<file path="src/rtl/gpio_sc_pkg.sv">
package gpio_sc_pkg;

    localparam int REG_ADDR_W = 2;

    typedef enum logic [REG_ADDR_W-1:0] {
        REG_DATA = 2'd0,
        REG_DIR  = 2'd1,
        REG_SET  = 2'd2,
        REG_CLR  = 2'd3
    } gpio_reg_e;

endpackage

</file>
<file path="src/rtl/gpio_sc_sync.sv">
module gpio_sc_sync #(
    parameter int PORT_W      = 8,
    parameter int SYNC_STAGES = 2
) (
    input  logic              clk,
    input  logic              rst_n,
    input  logic [PORT_W-1:0] pin_raw,
    output logic [PORT_W-1:0] pin_sync
);

    localparam int LAST = SYNC_STAGES - 1;

    logic [PORT_W-1:0] stg_d [SYNC_STAGES];
    logic [PORT_W-1:0] stg_q [SYNC_STAGES];

    always_comb begin
        stg_d[0] = pin_raw;
        for (int i = 1; i < SYNC_STAGES; i++) begin
            stg_d[i] = stg_q[i-1];
        end
    end

    for (genvar g = 0; g < SYNC_STAGES; g++) begin : g_stage
        always_ff @(posedge clk or negedge rst_n) begin
            if (!rst_n) begin
                stg_q[g] <= '0;
            end else begin
                stg_q[g] <= stg_d[g];
            end
        end
    end

    assign pin_sync = stg_q[LAST];

endmodule

</file>
<file path="src/rtl/gpio_sc_regs.sv">
module gpio_sc_regs
    import gpio_sc_pkg::*;
#(
    parameter int PORT_W = 8
) (
    input  logic              clk,
    input  logic              rst_n,
    input  logic              wr_en,
    input  gpio_reg_e         wr_addr,
    input  logic [PORT_W-1:0] wr_data,
    output logic [PORT_W-1:0] latch,
    output logic [PORT_W-1:0] dir
);

    typedef struct packed {
        logic [PORT_W-1:0] data;
        logic [PORT_W-1:0] dir;
    } regs_t;

    regs_t st_d, st_q;

    always_comb begin
        st_d = st_q;
        if (wr_en) begin
            case (wr_addr)
                REG_DATA: st_d.data = wr_data;
                REG_DIR:  st_d.dir  = wr_data;
                REG_SET:  st_d.data = st_q.data | wr_data;
                REG_CLR:  st_d.data = st_q.data & ~wr_data;
            endcase
        end
    end

    always_ff @(posedge clk or negedge rst_n) begin
        if (!rst_n) begin
            st_q <= '0;
        end else begin
            st_q <= st_d;
        end
    end

    assign latch = st_q.data;
    assign dir   = st_q.dir;

endmodule

</file>
<file path="src/rtl/gpio_sc_rdmux.sv">
module gpio_sc_rdmux
    import gpio_sc_pkg::*;
#(
    parameter int PORT_W = 8
) (
    input  logic              clk,
    input  logic              rst_n,
    input  logic              rd_en,
    input  gpio_reg_e         rd_addr,
    input  logic [PORT_W-1:0] latch,
    input  logic [PORT_W-1:0] dir,
    input  logic [PORT_W-1:0] pin_sync,
    output logic [PORT_W-1:0] rdata
);

    typedef struct packed {
        logic [PORT_W-1:0] rdata;
    } rd_t;

    rd_t st_d, st_q;

    always_comb begin
        st_d.rdata = '0;
        if (rd_en) begin
            case (rd_addr)
                REG_DATA: st_d.rdata = (dir & latch) | (~dir & pin_sync);
                REG_DIR:  st_d.rdata = dir;
                REG_SET:  st_d.rdata = '0;
                REG_CLR:  st_d.rdata = '0;
            endcase
        end
    end

    always_ff @(posedge clk or negedge rst_n) begin
        if (!rst_n) begin
            st_q <= '0;
        end else begin
            st_q <= st_d;
        end
    end

    assign rdata = st_q.rdata;

endmodule

</file>
<file path="src/rtl/gpio_setclr_port.sv">
module gpio_setclr_port
    import gpio_sc_pkg::*;
#(
    parameter int PORT_W      = 8,
    parameter int SYNC_STAGES = 2
) (
    input  logic                  clk,
    input  logic                  rst_n,
    input  logic                  bus_sel,
    input  logic                  bus_we,
    input  logic [REG_ADDR_W-1:0] bus_addr,
    input  logic [PORT_W-1:0]     bus_wdata,
    output logic [PORT_W-1:0]     bus_rdata,
    input  logic [PORT_W-1:0]     pin_in,
    output logic [PORT_W-1:0]     pin_oe,
    output logic [PORT_W-1:0]     pin_out
);

    logic              wr_en;
    logic              rd_en;
    gpio_reg_e         reg_sel;
    logic [PORT_W-1:0] latch;
    logic [PORT_W-1:0] dir;
    logic [PORT_W-1:0] pin_sync;

    assign wr_en   = bus_sel & bus_we;
    assign rd_en   = bus_sel & ~bus_we;
    assign reg_sel = gpio_reg_e'(bus_addr);

    gpio_sc_sync #(.PORT_W(PORT_W), .SYNC_STAGES(SYNC_STAGES)) u_sync (
        .clk      (clk),
        .rst_n    (rst_n),
        .pin_raw  (pin_in),
        .pin_sync (pin_sync)
    );

    gpio_sc_regs #(.PORT_W(PORT_W)) u_regs (
        .clk     (clk),
        .rst_n   (rst_n),
        .wr_en   (wr_en),
        .wr_addr (reg_sel),
        .wr_data (bus_wdata),
        .latch   (latch),
        .dir     (dir)
    );

    gpio_sc_rdmux #(.PORT_W(PORT_W)) u_rdmux (
        .clk      (clk),
        .rst_n    (rst_n),
        .rd_en    (rd_en),
        .rd_addr  (reg_sel),
        .latch    (latch),
        .dir      (dir),
        .pin_sync (pin_sync),
        .rdata    (bus_rdata)
    );

    assign pin_oe  = dir;
    assign pin_out = latch;

endmodule

</file>
<file path="config.mk">
export PLATFORM = sky130hd
export DESIGN_NAME = gpio_setclr_port
export DESIGN_NICKNAME = d
export VERILOG_FILES = /design/src/rtl/gpio_sc_pkg.sv /design/src/rtl/gpio_sc_sync.sv /design/src/rtl/gpio_sc_regs.sv /design/src/rtl/gpio_sc_rdmux.sv /design/src/rtl/gpio_setclr_port.sv
export SDC_FILE = /design/constraint.sdc
export NUM_CORES = 1
export LEC_CHECK = 0
export BUFFER_PORTS_ARGS = -buffer_cell sky130_fd_sc_hd__buf_2
export CORE_AREA = 2 2 76 78
export DETAILED_ROUTE_END_ITERATION = 10
export DIE_AREA = 0 0 78 80
export HOLD_SLACK_MARGIN = 0.06
export PLACE_DENSITY = 0.5
export RECOVER_POWER = 100
export SYNTH_ARGS = -nofsm -noshare
export SYNTH_HDL_FRONTEND = slang
export SYNTH_HIERARCHICAL = 1
export SYNTH_SLANG_ARGS = --single-unit
</file>
<file path="constraint.sdc">
create_clock -name clk -period 1.34 [get_ports clk]
set_clock_uncertainty 0.1 [all_clocks]
set_input_delay 0.134 -clock clk [delete_from_list [all_inputs] [get_ports clk]]
set_output_delay 0.134 -clock clk [all_outputs]
set_load 0.01 [all_outputs]
</file>
== After elaboration in Yosys (flattened, before gate mapping) ==
Cells that the tools add are included.

* Eq/ne operators: 3
* Mux-type cells: 3
* Bitwise operators: 10
* Reduce and logical (&&, ||, !) cells: 5

{| class="wikitable"
|+ Operator list
! kind !! number
|-
| case mux 8 bit (3 select lines) || 2
|-
| AND 8 bit || 3
|-
| NOT 8 bit || 2
|-
| bitwise OR 8 bit || 2
|-
| 2-to-1 mux 8 bit || 1
|-
| equality test 2 bit (second input constant) || 2
|-
| AND reduction 2 bit || 2
|-
| nonzero test 3 bit || 1
|-
| AND 1 bit || 2
|-
| equality test 2 x 1 -> 1 bit (second input constant) || 1
|-
| logical NOT 2 bit || 1
|-
| OR reduction 2 bit || 1
|-
| NOT 1 bit || 1
|}

* Bits in registers: 40
* Input bits: 22
* Output and inout port bits: 24
* Word-level logic and storage cells: 26

== Depth between registers and ports, before layout ==
Gate-level depths: netlist of run 1.

* Depth after elaboration: 5
* Gate-level depth with buffers: 6
* Depth with buffers taken out: 4

== Hierarchy ==
Netlist of run 1, hierarchy kept.

{| class="wikitable"
|+ By module, submodules not included
! module !! instances !! cells an instance !! area an instance (µm²) !! sequential area each (µm²)
|-
| gpio_sc_regs || 1 || 71 || 739.5 || 400.4
|-
| gpio_sc_sync || 1 || 16 || 400.4 || 400.4
|-
| gpio_sc_rdmux || 1 || 35 || 371.6 || 200.2
|-
| gpio_setclr_port || 1 || 2 || 16.3 || 0.0
|}

== Least setup slack after synthesis of run 1 ==
No wires, ideal clock.

* Kind: input-to-reg
* Start: input bus_sel
* End: register u_regs.st_q (netlist bit u_regs/dir[0])
* Library setup time: 0.125 ns
* Data arrival time: 1.057 ns
* Data required time: 1.115 ns
* Path slack: 0.059 ns
* Cell stages on the path: 4
* Path buffers: 1
* Cells stage by stage: and2_2 > buf_4 > nand3b_1 > mux2_2

* Word-level cells in the longest chain between the ends: 2

{| class="wikitable"
|+ RTL lines
! element !! RTL line !! source
|-
| from (decl) || gpio_setclr_port.sv:9 || <nowiki>input logic bus_sel,</nowiki>
|-
| AND 1 bit || gpio_setclr_port.sv:26 || <nowiki>assign wr_en = bus_sel & bus_we;</nowiki>
|-
| AND reduction 2 bit (no source line) || - ||
|-
| to (signal assigned) || gpio_sc_regs.sv:38 || <nowiki>st_q <= st_d;</nowiki>
|-
| to (decl) || gpio_sc_regs.sv:20 || <nowiki>regs_t st_d, st_q;</nowiki>
|}

No other way between the ends.
A chain may end at the register's enable or synchronous reset.

== Worst setup path in the final report of run 1 ==
* Start: input bus_sel
* End: register u_regs.st_q (netlist bit u_regs/dir[4])

* Word-level cells in the longest chain between the ends: 2

{| class="wikitable"
|+ RTL lines
! element !! RTL line !! source
|-
| AND 1 bit || gpio_setclr_port.sv:26 ||
|-
| named net wr_en || gpio_setclr_port.sv:19 || <nowiki>logic wr_en;</nowiki>
|-
| AND reduction 2 bit (no source line) || - ||
|}

The timed path passes the listed nets, and every way through them passes these cells.

==> flow_metrics.py, run 1 <==
metrics = {
    "outcome": {
        "status": "finished, final reports clean",
    },
    "logic_synthesis": {
        "synth-seq-cells": 40,
        "synth_top_cells_by_area": "dfrtp_1, mux2_2, a21oi_1, a211oi_1, or3b_2",
        "synth_cells": 124,
        "post_synth_instance_area_sq_mm": 0.001528,
        "synth_top_area_cell": "dfrtp_1",
        "synth_cell_types": 19,
        "syn_avg_cell_area_sq_um": 12.32,
        "seq_area_frac_synth": 0.6552,
        "synth_nets": 146,
        "synth_top_area_frac": 0.6552,
        "yosys_warnings": 6,
    },
    "min_path": {
        "hp-class": "input pin to flip-flop",
        "hold_depth": 4,
    },
    "detailed_routing": {
        "wl_met3_microns": 158,
        "drc": 0,
        "dr.first_iter.drc_count": 67,
        "wl_microns": 3447,
        "viasPerCell": 4.382,
        "ant_nets": 0,
        "vias": 1170,
        "wl_met1_microns": 1564,
        "wl_met2_microns": 1712,
        "first_pass_iters": 4,
        "wl_per_cell_microns": 12.91,
        "routed.top_layer": "met4",
    },
    "timing": {
        "fmax_ghz": 0.8425,
        "hold_viol": 0,
        "finalHoldWorstSlack_ns": 0.1266,
        "rsz0062_at_grt": "no",
        "min_period_ns": 1.187,
        "fin_ws_ns": 0.1531,
        "setup_tns_ns": 0,
        "worst_pin_slew_ns": 0.5399,
        "worst_slew_margin_rel": 0.6401,
        "setup_viol": 0,
        "fin_crit_sh": 0.8857,
        "final_max_slew_viol_count": 0,
    },
    "cts": {
        "cts_inserted_buffers": 5,
        "clk_latency_ns": 0.28,
        "path_clk_slew_ns": 0.07,
        "root_buffer": "clkbuf_8",
        "cts_max_level": 2,
        "post_cts_buffers": 0,
        "cts_hold_buffers": 17,
        "cts.sinks": 40,
        "ctsResizeCount": 0,
        "cts_tree": "built",
        "clockBufferDepth": 2,
    },
    "critical_path": {
        "cp-start-kind": "input pin",
        "r2r_cells": 2,
        "required_ns": 1.41,
        "end_kind": "flip-flop",
        "criticalPathCategory": "input pin to flip-flop",
        "crit_arrival_ns": 1.26,
        "cp_max_fo": 5,
    },
    "global_route": {
        "grt_usage": 0.1224,
        "antenna_found_initial": 0,
        "grt_max_degree": 41,
        "grt_first_pass_wirelength_microns": 5940,
        "grt_pass1_vias": 1246,
        "grt_overflow": 0,
    },
    "die": {
        "rows": 27,
        "coreArea_sq_mm": 0.005405,
        "die_h_microns": 80,
        "ios": 46,
        "dieArea_sq_mm": 0.006240,
        "die_w_microns": 78,
        "start_util": 0.2826,
    },
    "power": {
        "p_leak_nw": 0.8831,
        "vdd_drop_max_mv": 0.5919,
        "power.density_mw_per_mm2": 1224,
    },
    "final_layout": {
        "final_cell_count_no_fill": 267,
        "multi_input_area_sq_um": 478.0,
        "syn2layout_area_growth_pct": 35.95,
        "final_cell_mix": "dfrtp_1, clkbuf_1, buf_2, dlygate4sd3_1, a21oi_1",
        "fill_cells": 556,
        "mostFrequentLayoutCell": "dfrtp_1",
        "diodes": 0,
        "final_area_sq_mm": 0.002077,
        "seq_area_sq_mm": 0.001001,
        "drive_above_1_share": 0.2308,
        "nets": 216,
    },
    "place": {
        "place_congestion": 0.6787,
        "port_buffers": 45,
        "dp_cells": 242,
        "pre_cts_ws_ns": -0.03973,
        "placed_area_sq_mm": 0.001868,
        "hpwl_microns": 2403,
    },
    "job": {
        "cap_violations": 0,
    },
}
==> worst max-delay path, stage by stage <==
cell	delay (ns)
buf_2	0.10
and2_0	0.19
nand3b_1	0.12
clkbuf_1	0.32
mux2_2	0.38
==> report_power, final <==
part	switching (W)	leakage, nW	internal [W]	total [W]
clock network	0.000382	0.0455	0.000420	0.000802
logic	0.000187	0.336	0.000179	0.000366
registers	0.0000687	0.502	0.00130	0.00137
==> cells in the mapped netlist <==
| library cell | number |
|---|---|
| or3b_1 | 4 |
| a21oi_1 | 16 |
| clkbuf_1 | 1 |
| nand3b_1 | 1 |
| buf_6 | 2 |
| buf_4 | 1 |
| nor2_1 | 8 |
| or3b_2 | 5 |
| nand2_1 | 8 |
| mux2_2 | 8 |
| and2b_2 | 1 |
| o21ai_0 | 8 |
| buf_1 | 1 |
| and2_2 | 1 |
| nand3_1 | 8 |
| a211oi_1 | 8 |
| buf_2 | 2 |
| nand2b_1 | 1 |
| dfrtp_1 | 40 |
==> cells by family (layout without fill, tap and decap cells) <==
kind of cell | Yosys count | in the layout | share of synthesized area
and+or+nand+nor | 37 | 37 | 0.1368
buffers and inverters | 7 | 78 | 0.03112
muxes | 8 | 8 | 0.05897
AOI/OAI and AO/OA | 32 | 32 | 0.1179
DFF | 40 | 40 | 0.6552
==> metal layers <==
layer | vias up | track usage
met5 | - | 0
met1 | 565 | 0.1559
met2 | 29 | 0.1991
met3 | 2 | 0.03959
met4 | 0 | 0.03684
li1 | 574 | -
==> state kept, by name, indices dropped and copies added (netlist names) <==
register and flops:
u_regs/dir 8, u_sync/pin_sync 8, u_sync/stg_d 8, u_regs/latch 8
u_rdmux/rdata 8
==> worst paths after layout <==
kind                       slack [ns]                  to            start
hold / removal                   0.13     u_regs/latch[3]      bus_addr[1]
max in group asynchronous        0.40    u_rdmux/rdata[7]            rst_n
hold reg to reg                  0.25  u_sync/pin_sync[5]  u_sync/stg_d[5]
min in group asynchronous        0.36     u_sync/stg_d[2]            rst_n
setup / recovery                 0.15       u_regs/dir[4]          bus_sel
setup reg to reg                 0.16    u_rdmux/rdata[0]    u_regs/dir[0]
==> through the flow <==
step           total power, W  utilization
4_1_cts              0.002605       0.3938
3_5_place_dp         0.001760       0.3456
2_1_floorplan        0.001568            -
6_report             0.002542       0.3843
5_1_grt              0.002705       0.3843
3_3_place_gp         0.001742       0.3456
==> area by class of cell <==
| type | instances | area share |
|---|---|---|
| Multi-Input combinational cell | 77 | 0.2301 |
| Tap cell | 72 | 0.04337 |
| Clock buffer | 8 | 0.04337 |
| Sequential cell | 40 | 0.4819 |
| Timing Repair Buffer | 70 | 0.2012 |
No activity file was read; power rests on OpenSTA's default activity.
==> inputs of run 2 (changes only) <==
REMOVE_ABC_BUFFERS = 1   (was not set)
==> flow_metrics.py, run 2 (same netlist as run 1, synthesis figures left out) <==
metrics = {
    "detailed_routing": {
        "wl_microns": 3424,
        "vias": 1216,
        "dr.first_iter.drc_count": 67,
        "drc": 0,
        "viasPerCell": 4.571,
        "first_pass_iters": 4,
        "wl_per_cell_microns": 12.87,
        "ant_nets": 0,
    },
    "global_route": {
        "grt_pass1_vias": 1250,
        "grt_usage": 0.1235,
        "grt_first_pass_wirelength_microns": 5878,
        "antenna_found_initial": 0,
        "grt_max_degree": 25,
        "grt_overflow": 0,
    },
    "critical_path": {
        "criticalPathCategory": "flip-flop to flip-flop",
        "cp_slowest_cell": "or3b_2",
        "cp_max_fo": 4,
        "path_buf_inv": 0,
        "crit_arrival_ns": 1.31,
        "required_ns": 1.44,
        "cp-start-kind": "flip-flop",
        "end_kind": "flip-flop",
        "critPathTopFamily": "simple AND/OR/NAND/NOR gates",
        "critPathMaxStageDelay_ns": 0.45,
        "critical_path.cell_chain": "or3b_2, a21oi_1",
    },
    "die": {
        "die_h_microns": 80,
        "dieArea_sq_mm": 0.006240,
        "die_w_microns": 78,
        "rows": 27,
        "start_util": 0.2826,
        "coreArea_sq_mm": 0.005405,
        "ios": 46,
    },
    "cts": {
        "cts_inserted_buffers": 5,
        "path_clk_slew_ns": 0.07,
        "cts_max_level": 2,
        "clockBufferDepth": 2,
        "ctsResizeCount": 0,
        "cts_tree": "built",
        "root_buffer": "clkbuf_8",
        "clk_latency_ns": 0.29,
        "cts.sinks": 40,
    },
    "outcome": {
        "status": "finished, final reports clean",
    },
    "min_path": {
        "hp-class": "input pin to flip-flop",
    },
    "place": {
        "port_buffers": 45,
        "hpwl_microns": 2457,
        "placed_area_sq_mm": 0.001881,
        "place_congestion": 0.7011,
    },
    "final_layout": {
        "diodes": 0,
        "final_area_sq_mm": 0.002098,
        "drive_above_1_share": 0.2165,
        "mostFrequentLayoutCell": "dfrtp_1",
        "fill_cells": 574,
        "syn2layout_area_growth_pct": 37.35,
        "nets": 216,
        "fin_util": 0.3882,
        "final_cell_mix": "dfrtp_1, clkbuf_1, dlygate4sd3_1, a21oi_1, buf_2",
    },
    "timing": {
        "rsz0062_at_grt": "no",
        "setup_viol": 0,
        "worst_pin_slew_ns": 0.4547,
        "final_max_slew_viol_count": 0,
        "min_period_ns": 1.210,
        "worst_slew_margin_rel": 0.6969,
        "fmax_ghz": 0.8267,
        "hold_viol": 0,
        "fin_crit_sh": 0.9027,
        "finalHoldWorstSlack_ns": 0.08718,
    },
    "job": {
        "cap_violations": 0,
    },
    "power": {
        "p_leak_nw": 0.8838,
        "finalPower_w": 0.002597,
        "vdd_drop_max_mv": 0.5773,
        "power.density_mw_per_mm2": 1238,
    },
}
run 2: cell types whose count changed in the layout (fill, tap and decap cells not counted):
cell / delta
clkbuf_8: +1
buf_4: -3
and2_0: -1
clkbuf_4: -1
clkbuf_2: +1
buf_2: -4
buf_12: +2
and2_2: +1
clkbuf_1: +3
run 2: layout make-up:
class	instances	area, sq um	share of cell area
multi-input combinational	77	479.2	0.2284
tap	72	90.09	0.04293
clock buffer	7	96.34	0.04592
timing repair buffer	70	431.7	0.2057
sequential	40	1001	0.4770
run 2: final timing paths:
check	from	endpoint	slack, ns	cells past startpoint
max	u_regs/dir[0]	u_rdmux/rdata[0]	0.13	2
min	bus_addr[0]	u_regs/latch[2]	0.09	2
max reg2reg	u_regs/dir[0]	u_rdmux/rdata[0]	0.13	2
min reg2reg	u_sync/stg_d[2]	u_sync/pin_sync[2]	0.25	0
max in group asynchronous	rst_n	u_sync/pin_sync[3]	0.43	3
min in group asynchronous	rst_n	u_regs/dir[5]	0.23	2
run 2: repair_timing:
item / 4_1_cts / 5_1_grt
setup buffers: 0 / 0
hold buffers: 17 / 0
hold endpoints to repair: 60 / 0
run 2: worst register-to-register path: cells and delay by family (launching register included):
family,cells,cell delay [ns]
simple gates,1,0.45
flops,1,0.40
compound gates,1,0.18
run 2: layer usage:
metal / GRT usage / vias up / part of all wire
met1: 0.1540 / 609 / 0.45
met3: 0.04186 / 5 / 0.049
met4: 0.04211 / 0 / 0.015
li1: - / 573 / -
met2: 0.2009 / 29 / 0.48
met5: 0 / - / 0
run 2: metrics by stage:
step / setup TNS, ns / instances / setup WS, ns
2_1_floorplan: 0 / 117 / 0.03378
3_3_place_gp: 0 / 242 / 0.01738
5_1_grt: 0 / 266 / 0.07442
3_5_place_dp: -0.1488 / 242 / -0.04035
4_1_cts: 0 / 266 / 0.1344
6_report: 0 / 266 / 0.1304
run 2: power by group:
part / internal, W / switching (W)
clock: 0.000458 / 0.000390
combinational: 0.000184 / 0.000190
sequential: 0.00130 / 0.0000698
total: 0.00195 / 0.000650
